[src/rtl/amu_pkg.sv]
package amu_pkg;
  localparam int DATA_W = 8;
  localparam int ADDR_W = 8;

  typedef enum logic [2:0] {
    OP_LOAD = 3'd0,
    OP_XCH  = 3'd1,
    OP_SETB = 3'd2,
    OP_CLRB = 3'd3,
    OP_TSTB = 3'd4
  } op_e;

  typedef enum logic [2:0] {
    MD_DIRECT = 3'd0,
    MD_IND    = 3'd1,
    MD_PINC   = 3'd2,
    MD_PDEC   = 3'd3,
    MD_IMM    = 3'd4
  } mode_e;

  typedef enum logic [1:0] {
    STEP_NONE = 2'd0,
    STEP_INC  = 2'd1,
    STEP_DEC  = 2'd2
  } step_e;

  typedef enum logic [1:0] {
    ST_IDLE  = 2'd0,
    ST_READ  = 2'd1,
    ST_WRITE = 2'd2
  } state_e;
endpackage

[src/rtl/amu_addr_gen.sv]
module amu_addr_gen
  import amu_pkg::*;
#(
  parameter int AW = ADDR_W
) (
  input  logic [2:0]    mode,
  input  logic          ptr_sel,
  input  logic [AW-1:0] operand,
  input  logic [AW-1:0] ptr_p0,
  input  logic [AW-1:0] ptr_p1,
  output logic [AW-1:0] addr,
  output logic          uses_mem,
  output step_e         step
);
  logic [AW-1:0] sel_ptr;

  assign sel_ptr = ptr_sel ? ptr_p1 : ptr_p0;

  always_comb begin
    addr     = operand;
    uses_mem = 1'b1;
    step     = STEP_NONE;
    case (mode)
      MD_DIRECT: addr = operand;
      MD_IND:    addr = sel_ptr;
      MD_PINC: begin
        addr = sel_ptr;
        step = STEP_INC;
      end
      MD_PDEC: begin
        addr = sel_ptr;
        step = STEP_DEC;
      end
      default:   uses_mem = 1'b0;
    endcase
  end
endmodule

[src/rtl/amu_bit_unit.sv]
module amu_bit_unit
  import amu_pkg::*;
#(
  parameter int DW = DATA_W,
  localparam int BW = $clog2(DW)
) (
  input  logic [2:0]    op,
  input  logic [BW-1:0] bit_idx,
  input  logic [DW-1:0] din,
  output logic [DW-1:0] dout,
  output logic          bit_val
);
  logic [DW-1:0] mask;

  assign mask    = DW'(1) << bit_idx;
  assign bit_val = |(din & mask);

  always_comb begin
    case (op)
      OP_SETB: dout = din | mask;
      OP_CLRB: dout = din & ~mask;
      default: dout = din;
    endcase
  end
endmodule

[src/rtl/amu_store.sv]
module amu_store
  import amu_pkg::*;
#(
  parameter int DW        = DATA_W,
  parameter int AW        = ADDR_W,
  parameter int MEM_DEPTH = 128,
  parameter logic [AW-1:0] P0_ADDR = 8'hFE,
  parameter logic [AW-1:0] P1_ADDR = 8'hFC,
  localparam int IW = $clog2(MEM_DEPTH)
) (
  input  logic          clk,
  input  logic          rst,
  input  logic [AW-1:0] raddr,
  output logic [DW-1:0] rdata,
  input  logic          we,
  input  logic [AW-1:0] waddr,
  input  logic [DW-1:0] wdata,
  input  logic          upd_en,
  input  logic          upd_sel,
  input  logic [AW-1:0] upd_val,
  output logic [AW-1:0] ptr_p0,
  output logic [AW-1:0] ptr_p1
);
  logic [DW-1:0] mem [MEM_DEPTH];

  function automatic logic in_mem(input logic [AW-1:0] a);
    return a < AW'(MEM_DEPTH);
  endfunction

  always_comb begin
    if (raddr == P0_ADDR)      rdata = DW'(ptr_p0);
    else if (raddr == P1_ADDR) rdata = DW'(ptr_p1);
    else if (in_mem(raddr))    rdata = mem[raddr[IW-1:0]];
    else                       rdata = '0;
  end

  always_ff @(posedge clk) begin
    if (rst) begin
      ptr_p0 <= '0;
      ptr_p1 <= '0;
      for (int i = 0; i < MEM_DEPTH; i++) mem[i] <= '0;
    end else begin
      if (we) begin
        if (waddr == P0_ADDR)      ptr_p0 <= AW'(wdata);
        else if (waddr == P1_ADDR) ptr_p1 <= AW'(wdata);
        else if (in_mem(waddr))    mem[waddr[IW-1:0]] <= wdata;
      end
      // pointer step overrides a same-cycle write to that pointer
      if (upd_en) begin
        if (upd_sel) ptr_p1 <= upd_val;
        else         ptr_p0 <= upd_val;
      end
    end
  end


  p0_step_wins_chk: assert property (@(posedge clk) disable iff (rst)
    (upd_en && !upd_sel) |=> ptr_p0 == $past(upd_val));

  p1_step_wins_chk: assert property (@(posedge clk) disable iff (rst)
    (upd_en && upd_sel) |=> ptr_p1 == $past(upd_val));
endmodule

[src/rtl/acc_operand_unit.sv]
module acc_operand_unit
  import amu_pkg::*;
#(
  parameter int DW        = DATA_W,
  parameter int AW        = ADDR_W,
  parameter int MEM_DEPTH = 128,
  localparam int BW = $clog2(DW)
) (
  input  logic          clk,
  input  logic          rst,
  input  logic          cmd_valid,
  output logic          cmd_ready,
  input  logic [2:0]    cmd_op,
  input  logic [2:0]    cmd_mode,
  input  logic          cmd_ptr_sel,
  input  logic [BW-1:0] cmd_bit,
  input  logic [AW-1:0] cmd_operand,
  output logic          done,
  output logic          skip,
  output logic [DW-1:0] acc
);
  state_e        state;
  logic [2:0]    op_q, mode_q;
  logic          sel_q;
  logic [BW-1:0] bit_q;
  logic [AW-1:0] opnd_q;
  logic [DW-1:0] rdata_q;

  logic [AW-1:0] addr, ptr_p0, ptr_p1, sel_ptr, upd_val;
  logic          uses_mem, op_known, mem_op, is_imm_ld;
  step_e         step;
  logic [DW-1:0] rdata, bit_dout, wdata;
  logic          bit_val, we, upd_en;

  amu_addr_gen #(.AW(AW)) u_addr (
    .mode(mode_q), .ptr_sel(sel_q), .operand(opnd_q),
    .ptr_p0(ptr_p0), .ptr_p1(ptr_p1),
    .addr(addr), .uses_mem(uses_mem), .step(step)
  );

  amu_bit_unit #(.DW(DW)) u_bit (
    .op(op_q), .bit_idx(bit_q), .din(rdata_q),
    .dout(bit_dout), .bit_val(bit_val)
  );

  amu_store #(.DW(DW), .AW(AW), .MEM_DEPTH(MEM_DEPTH)) u_store (
    .clk(clk), .rst(rst),
    .raddr(addr), .rdata(rdata),
    .we(we), .waddr(addr), .wdata(wdata),
    .upd_en(upd_en), .upd_sel(sel_q), .upd_val(upd_val),
    .ptr_p0(ptr_p0), .ptr_p1(ptr_p1)
  );

  assign op_known  = op_q <= 3'(OP_TSTB);
  assign mem_op    = op_known && uses_mem;
  assign is_imm_ld = (op_q == OP_LOAD) && (mode_q == MD_IMM);
  assign cmd_ready = (state == ST_IDLE);

  assign sel_ptr = sel_q ? ptr_p1 : ptr_p0;
  assign upd_val = (step == STEP_INC) ? sel_ptr + 1'b1 : sel_ptr - 1'b1;
  assign upd_en  = (state == ST_WRITE) && mem_op && (step != STEP_NONE);
  assign we      = (state == ST_WRITE) && mem_op &&
                   (op_q == OP_XCH || op_q == OP_SETB || op_q == OP_CLRB);
  assign wdata   = (op_q == OP_XCH) ? acc : bit_dout;

  always_ff @(posedge clk) begin
    if (rst) begin
      state   <= ST_IDLE;
      acc     <= '0;
      done    <= 1'b0;
      skip    <= 1'b0;
      op_q    <= '0;
      mode_q  <= '0;
      sel_q   <= 1'b0;
      bit_q   <= '0;
      opnd_q  <= '0;
      rdata_q <= '0;
    end else begin
      done <= 1'b0;
      skip <= 1'b0;
      case (state)
        ST_IDLE: if (cmd_valid) begin
          op_q   <= cmd_op;
          mode_q <= cmd_mode;
          sel_q  <= cmd_ptr_sel;
          bit_q  <= cmd_bit;
          opnd_q <= cmd_operand;
          state  <= ST_READ;
        end
        ST_READ: begin
          rdata_q <= rdata;
          state   <= ST_WRITE;
        end
        ST_WRITE: begin
          state <= ST_IDLE;
          done  <= 1'b1;
          skip  <= mem_op && (op_q == OP_TSTB) && bit_val;
          if (is_imm_ld)
            acc <= DW'(opnd_q);
          else if (mem_op && (op_q == OP_LOAD || op_q == OP_XCH))
            acc <= rdata_q;
        end
        default: state <= ST_IDLE;
      endcase
    end
  end


  done_pulse_chk: assert property (@(posedge clk) disable iff (rst)
    done |=> !done);

  busy_after_accept_chk: assert property (@(posedge clk) disable iff (rst)
    (cmd_valid && cmd_ready) |=> !cmd_ready);

  skip_with_done_chk: assert property (@(posedge clk) disable iff (rst)
    skip |-> done);

  xch_swap_chk: assert property (@(posedge clk) disable iff (rst)
    (state == ST_WRITE && op_q == OP_XCH && mem_op) |=> acc == $past(rdata_q));

  imm_load_chk: assert property (@(posedge clk) disable iff (rst)
    (state == ST_WRITE && is_imm_ld) |=> acc == DW'($past(opnd_q)));

  set_bit_chk: assert property (@(posedge clk) disable iff (rst)
    (we && op_q == OP_SETB) |-> wdata[bit_q]);
endmodule

[config.mk]
export PLATFORM = sky130hd
export DESIGN_NAME = acc_operand_unit
export DESIGN_NICKNAME = d
export VERILOG_FILES = /design/src/rtl/amu_pkg.sv /design/src/rtl/amu_addr_gen.sv /design/src/rtl/amu_bit_unit.sv /design/src/rtl/amu_store.sv /design/src/rtl/acc_operand_unit.sv
export SDC_FILE = /design/constraint.sdc
export NUM_CORES = 2
export LEC_CHECK = 0
export BUFFER_PORTS_ARGS = -buffer_cell sky130_fd_sc_hd__buf_2
export CORE_MARGIN = 10
export CORE_UTILIZATION = 40
export DETAILED_ROUTE_END_ITERATION = 8
export SETUP_SLACK_MARGIN = 0.5
export SYNTH_ARGS = -nofsm -noshare
export SYNTH_HDL_FRONTEND = slang
export SYNTH_SLANG_ARGS = --single-unit
[constraint.sdc]
create_clock -name clk -period 3.5 [get_ports clk]
set_input_delay 0.525 -clock clk [delete_from_list [all_inputs] [get_ports clk]]
set_output_delay 0.525 -clock clk [all_outputs]
set_load 0.01 [all_outputs]
==> metrics <==
Worst Path Arrival=between 4 and 5 ns; power per cell area=518 mW/mm2; leading post-synthesis cells by cell area=edfxtp_1 (64%), nor2_1 (8.9%), o22ai_1 (3.3%); most common cell in the netlist=nor2_1; min-delay src=cmd_bit[2]; P_leak=a little over 20 nW; Synth top area share=0.640; Mapped Cells=approximately 4100; initial antenna violation count=9; P&R area growth vs syn=23.6%; min cycle time layout=roughly 3.6 ns; Core Util, Final=0.496; later-pin clock latency in the skew report=slightly above 0.7 ns; worst-path fanout max=5; largest net degree at the start of global routing=between 150 and 200; number of synthesized register bits=around 1100; FF+latch area=about 0.032 mm2; Initial Util=0.402; Syn Area/Cell=11.6 um2; largest delay contributor family on the critical path=compound AO/OA/AOI/OAI gates; area of the multi-input gates=roughly 0.016 mm2; Num CTS Buffers=112; Total GRT Usage=0.273; dpl ws=-0.272 ns; Worst R2R Start=sel_q; status=finished with violations; Yosys top cell by area=edfxtp_1; Seq/Total Area, Yosys=0.662; distinct cell type count after synthesis=96; vias in the first global route=between 30000 and 40000; Die ar.=roughly 0.13 mm2; Setup Viol. Count Final=2; Cell Area, Synth=0.0481 mm2; Crit Path Class=reg -> reg; setup slack, reg-to-reg=-0.10 ns; Yosys warnings=0; Final GP Congestion=between 1 and 1.5; WP data required=between 4 and 5 ns; Wirelength per Cell=approximately 31 um; post-route DRC violation count=0; Top Ports=32; Layout Skew=0.0323 ns; Fillers=between 10000 and 15000; Max Cap Viol=0; Initial DRC Count=just over 6000; Routed WL=roughly 190 mm; Worst-Margin Slew=1.05 ns; Critical-path top delay cell=a222oi_1; Post-Synth Adder-Cell Area=0.00198; Period Utilization, post-route=1.03; Pwr Total=30.7 mW; CP peak stage delay=about 0.75 ns; height of the die=around 370 um; worst r2r path cells=11; via/cell ratio=slightly above 6; Worst Hold End=bit_q[2]; mux cell area share after synthesis=0.0258; Pre-antenna DRT Iters=8; Max Fclk=between 200 and 300 MHz; Post-DRT Antenna Nets=0; I/O Buffers=31; VDD IR max=between 0.0004 and 0.0005 V; clk buf depth=3; simple-gate share of the synthesized area=0.163; Reg clk slew, reported paths=around 0.070 ns; Core Region=around 0.12 mm2; CTS tree=built; Critical R2R Capture=rdata_q[7]; row cnt=127; Main synth FF type=edfxtp_1; Synth Area in XOR/XNOR=0.00109; Worst Hold Path Cells=3; number of hold violations in the final report=0; Slew headroom=0.302; number of synthesized flops with an enable pin=about 1000; DIE WIDTH=367 um; Overflow after GRT=0; Slew Viols, Final=0; CP endpoint kind=register; crit path cell chain=buf_12, mux2i_4, inv_4, mux2i_4, buf_6, nand2_1, a211o_1, a211o_1, a222oi_1, o2111ai_2, o31ai_1; Critical Path Start Type=register; Commonest cells post-synth=nor2_1 (1138), edfxtp_1 (1024), nand2_1 (343); Hold Path Class=in -> reg; Synthesized Nets=around 4200; Clock Tree Root=clkbuf_16; post-DP HPWL=around 120 mm; H-Tree Depth=3; complex-gate fraction of the synthesized area=0.113; share of layout cells above drive strength 1=0.237; Vias=around 39000; final net count=around 4600; RSZ-0062 raised after global routing=true; failing checks=negative setup slack; CTS Sinks=1078; largest family of logic cells by synthesized area=simple AND/OR/NAND/NOR gates; Post-synth ARST share=0; first-pass GRT wire length=~270 mm; fin worst setup slack=-0.104 ns; CP bufs+invs=3
worst max-delay path by stage:
stage | start | end | slack [ns] | cells past startpoint
finish | sel_q | rdata_q[7] | -0.10 | 11
global route | sel_q | rdata_q[7] | -0.07 | 11
CTS | sel_q | rdata_q[4] | 0.16 | 12
detailed placement | sel_q | rdata_q[7] | -0.27 | 11
global placement | sel_q | rdata_q[7] | -0.24 | 11
floorplan | sel_q | u_store.mem[42][0] | 0.55 | 12
kinds of logic (layout without fill, tap and decap cells):
| group | Yosys count | after routing |
|---|---|---|
| multiplexers | 99 | 100 |
| other | 0 | 4 |
| flip-flops | 1078 | 1078 |
| AO/OA/AOI/OAI | 761 | 761 |
| XOR/XNOR | 6 | 6 |
| buffers and inverters | 342 | 843 |
| AND/OR/NAND/NOR | 1848 | 1848 |
| adder cells (fa/ha/maj) | 7 | 7 |
cell usage in the layout, fill, tap and decap left out, drive strengths merged, types with 12 or more instances in the layout:
master and count:
nor2 1138, o221ai 54, o31a 12, or4 13
o21a 12, inv 13, clkbuf 139, edfxtp 1024
o22ai 256, and2 12, o21ai 36, o41ai 32
a21o 20, and3 28, a211oi 28, buf 624
nand3 32, nor3 55, o22a 21, dfxtp 54
or3 37, a21oi 111, nand2 344, o31ai 57
nand2b 136, clkinv 52, o2111ai 16, mux2i 46
mux2 46
worst register-to-register path, cell delays in order, from the launching register on:
cell and delay, ns:
dfxtp_2 0.36, buf_12 0.14, mux2i_4 0.26, inv_4 0.10
mux2i_4 0.31, buf_6 0.17, nand2_1 0.05, a211o_1 0.25
a211o_1 0.40, a222oi_1 0.75, o2111ai_2 0.43, o31ai_1 0.29
routing by layer:
| metal | global-route usage | vias up | part of all wire |
|---|---|---|---|
| met2 | 0.406 | 2905 | 0.43 |
| met4 | 0.150 | 6 | 0.063 |
| met1 | 0.367 | 19000 | 0.37 |
| li1 | - | 16100 | - |
| met3 | 0.0645 | 584 | 0.13 |
| met5 | 0 | - | 0.00024 |
metrics by stage:
step | hold WS [ns] | TNS [ns] | cell area, um2 | cells
after floorplan | 0.458 | 0 | 48100 | 4141
after global placement | 0.464 | -0.940 | 53100 | 5910
after detailed placement | 0.472 | -1.12 | 53100 | 5910
after CTS | 0.0240 | 0 | 58000 | 6185
final | 0.0507 | -0.161 | 59400 | 6259
after global routing | 0.0667 | -0.123 | 59400 | 6258
power breakdown:
group / leakage [nW] / total [mW] / switching, mW / internal, mW
sequential: 11.0 / 14.8 / 0.261 / 14.5
clock: 1.71 / 11.7 / 5.14 / 6.55
combinational: 7.74 / 4.28 / 2.81 / 1.48
area by class of cell:
class	count	area share
Clock inverter	65	0.00908
Clock buffer	136	0.0498
Inverter	12	0.000800
Multi-Input combinational cell	2722	0.267
Tap cell	1612	0.0340
Sequential cell	1078	0.536
Timing Repair Buffer	630	0.103
Antenna cell	4	0.000169
flip-flops by register name, summed over array words and instances, names as in the netlist, 2 cells and up:
| register | count |
|---|---|
| u_store.mem | 1024 |
| acc | 8 |
| opnd_q | 8 |
| rdata_q | 8 |
| u_store.ptr_p0 | 8 |
| u_store.ptr_p1 | 8 |
| bit_q | 3 |
| mode_q | 3 |
| op_q | 3 |
| state | 2 |
what timing repair did:
action                                  CTS  global route
gates resized for setup                 148           181
gates cloned                              6             3
pin swaps                                32            40
endpoints found under the hold margin     1             0
hold buffers                              1             0
endpoints found under the setup margin  602          1015
buffers inserted                         67            67
Power figures use the tool's default switching activity.
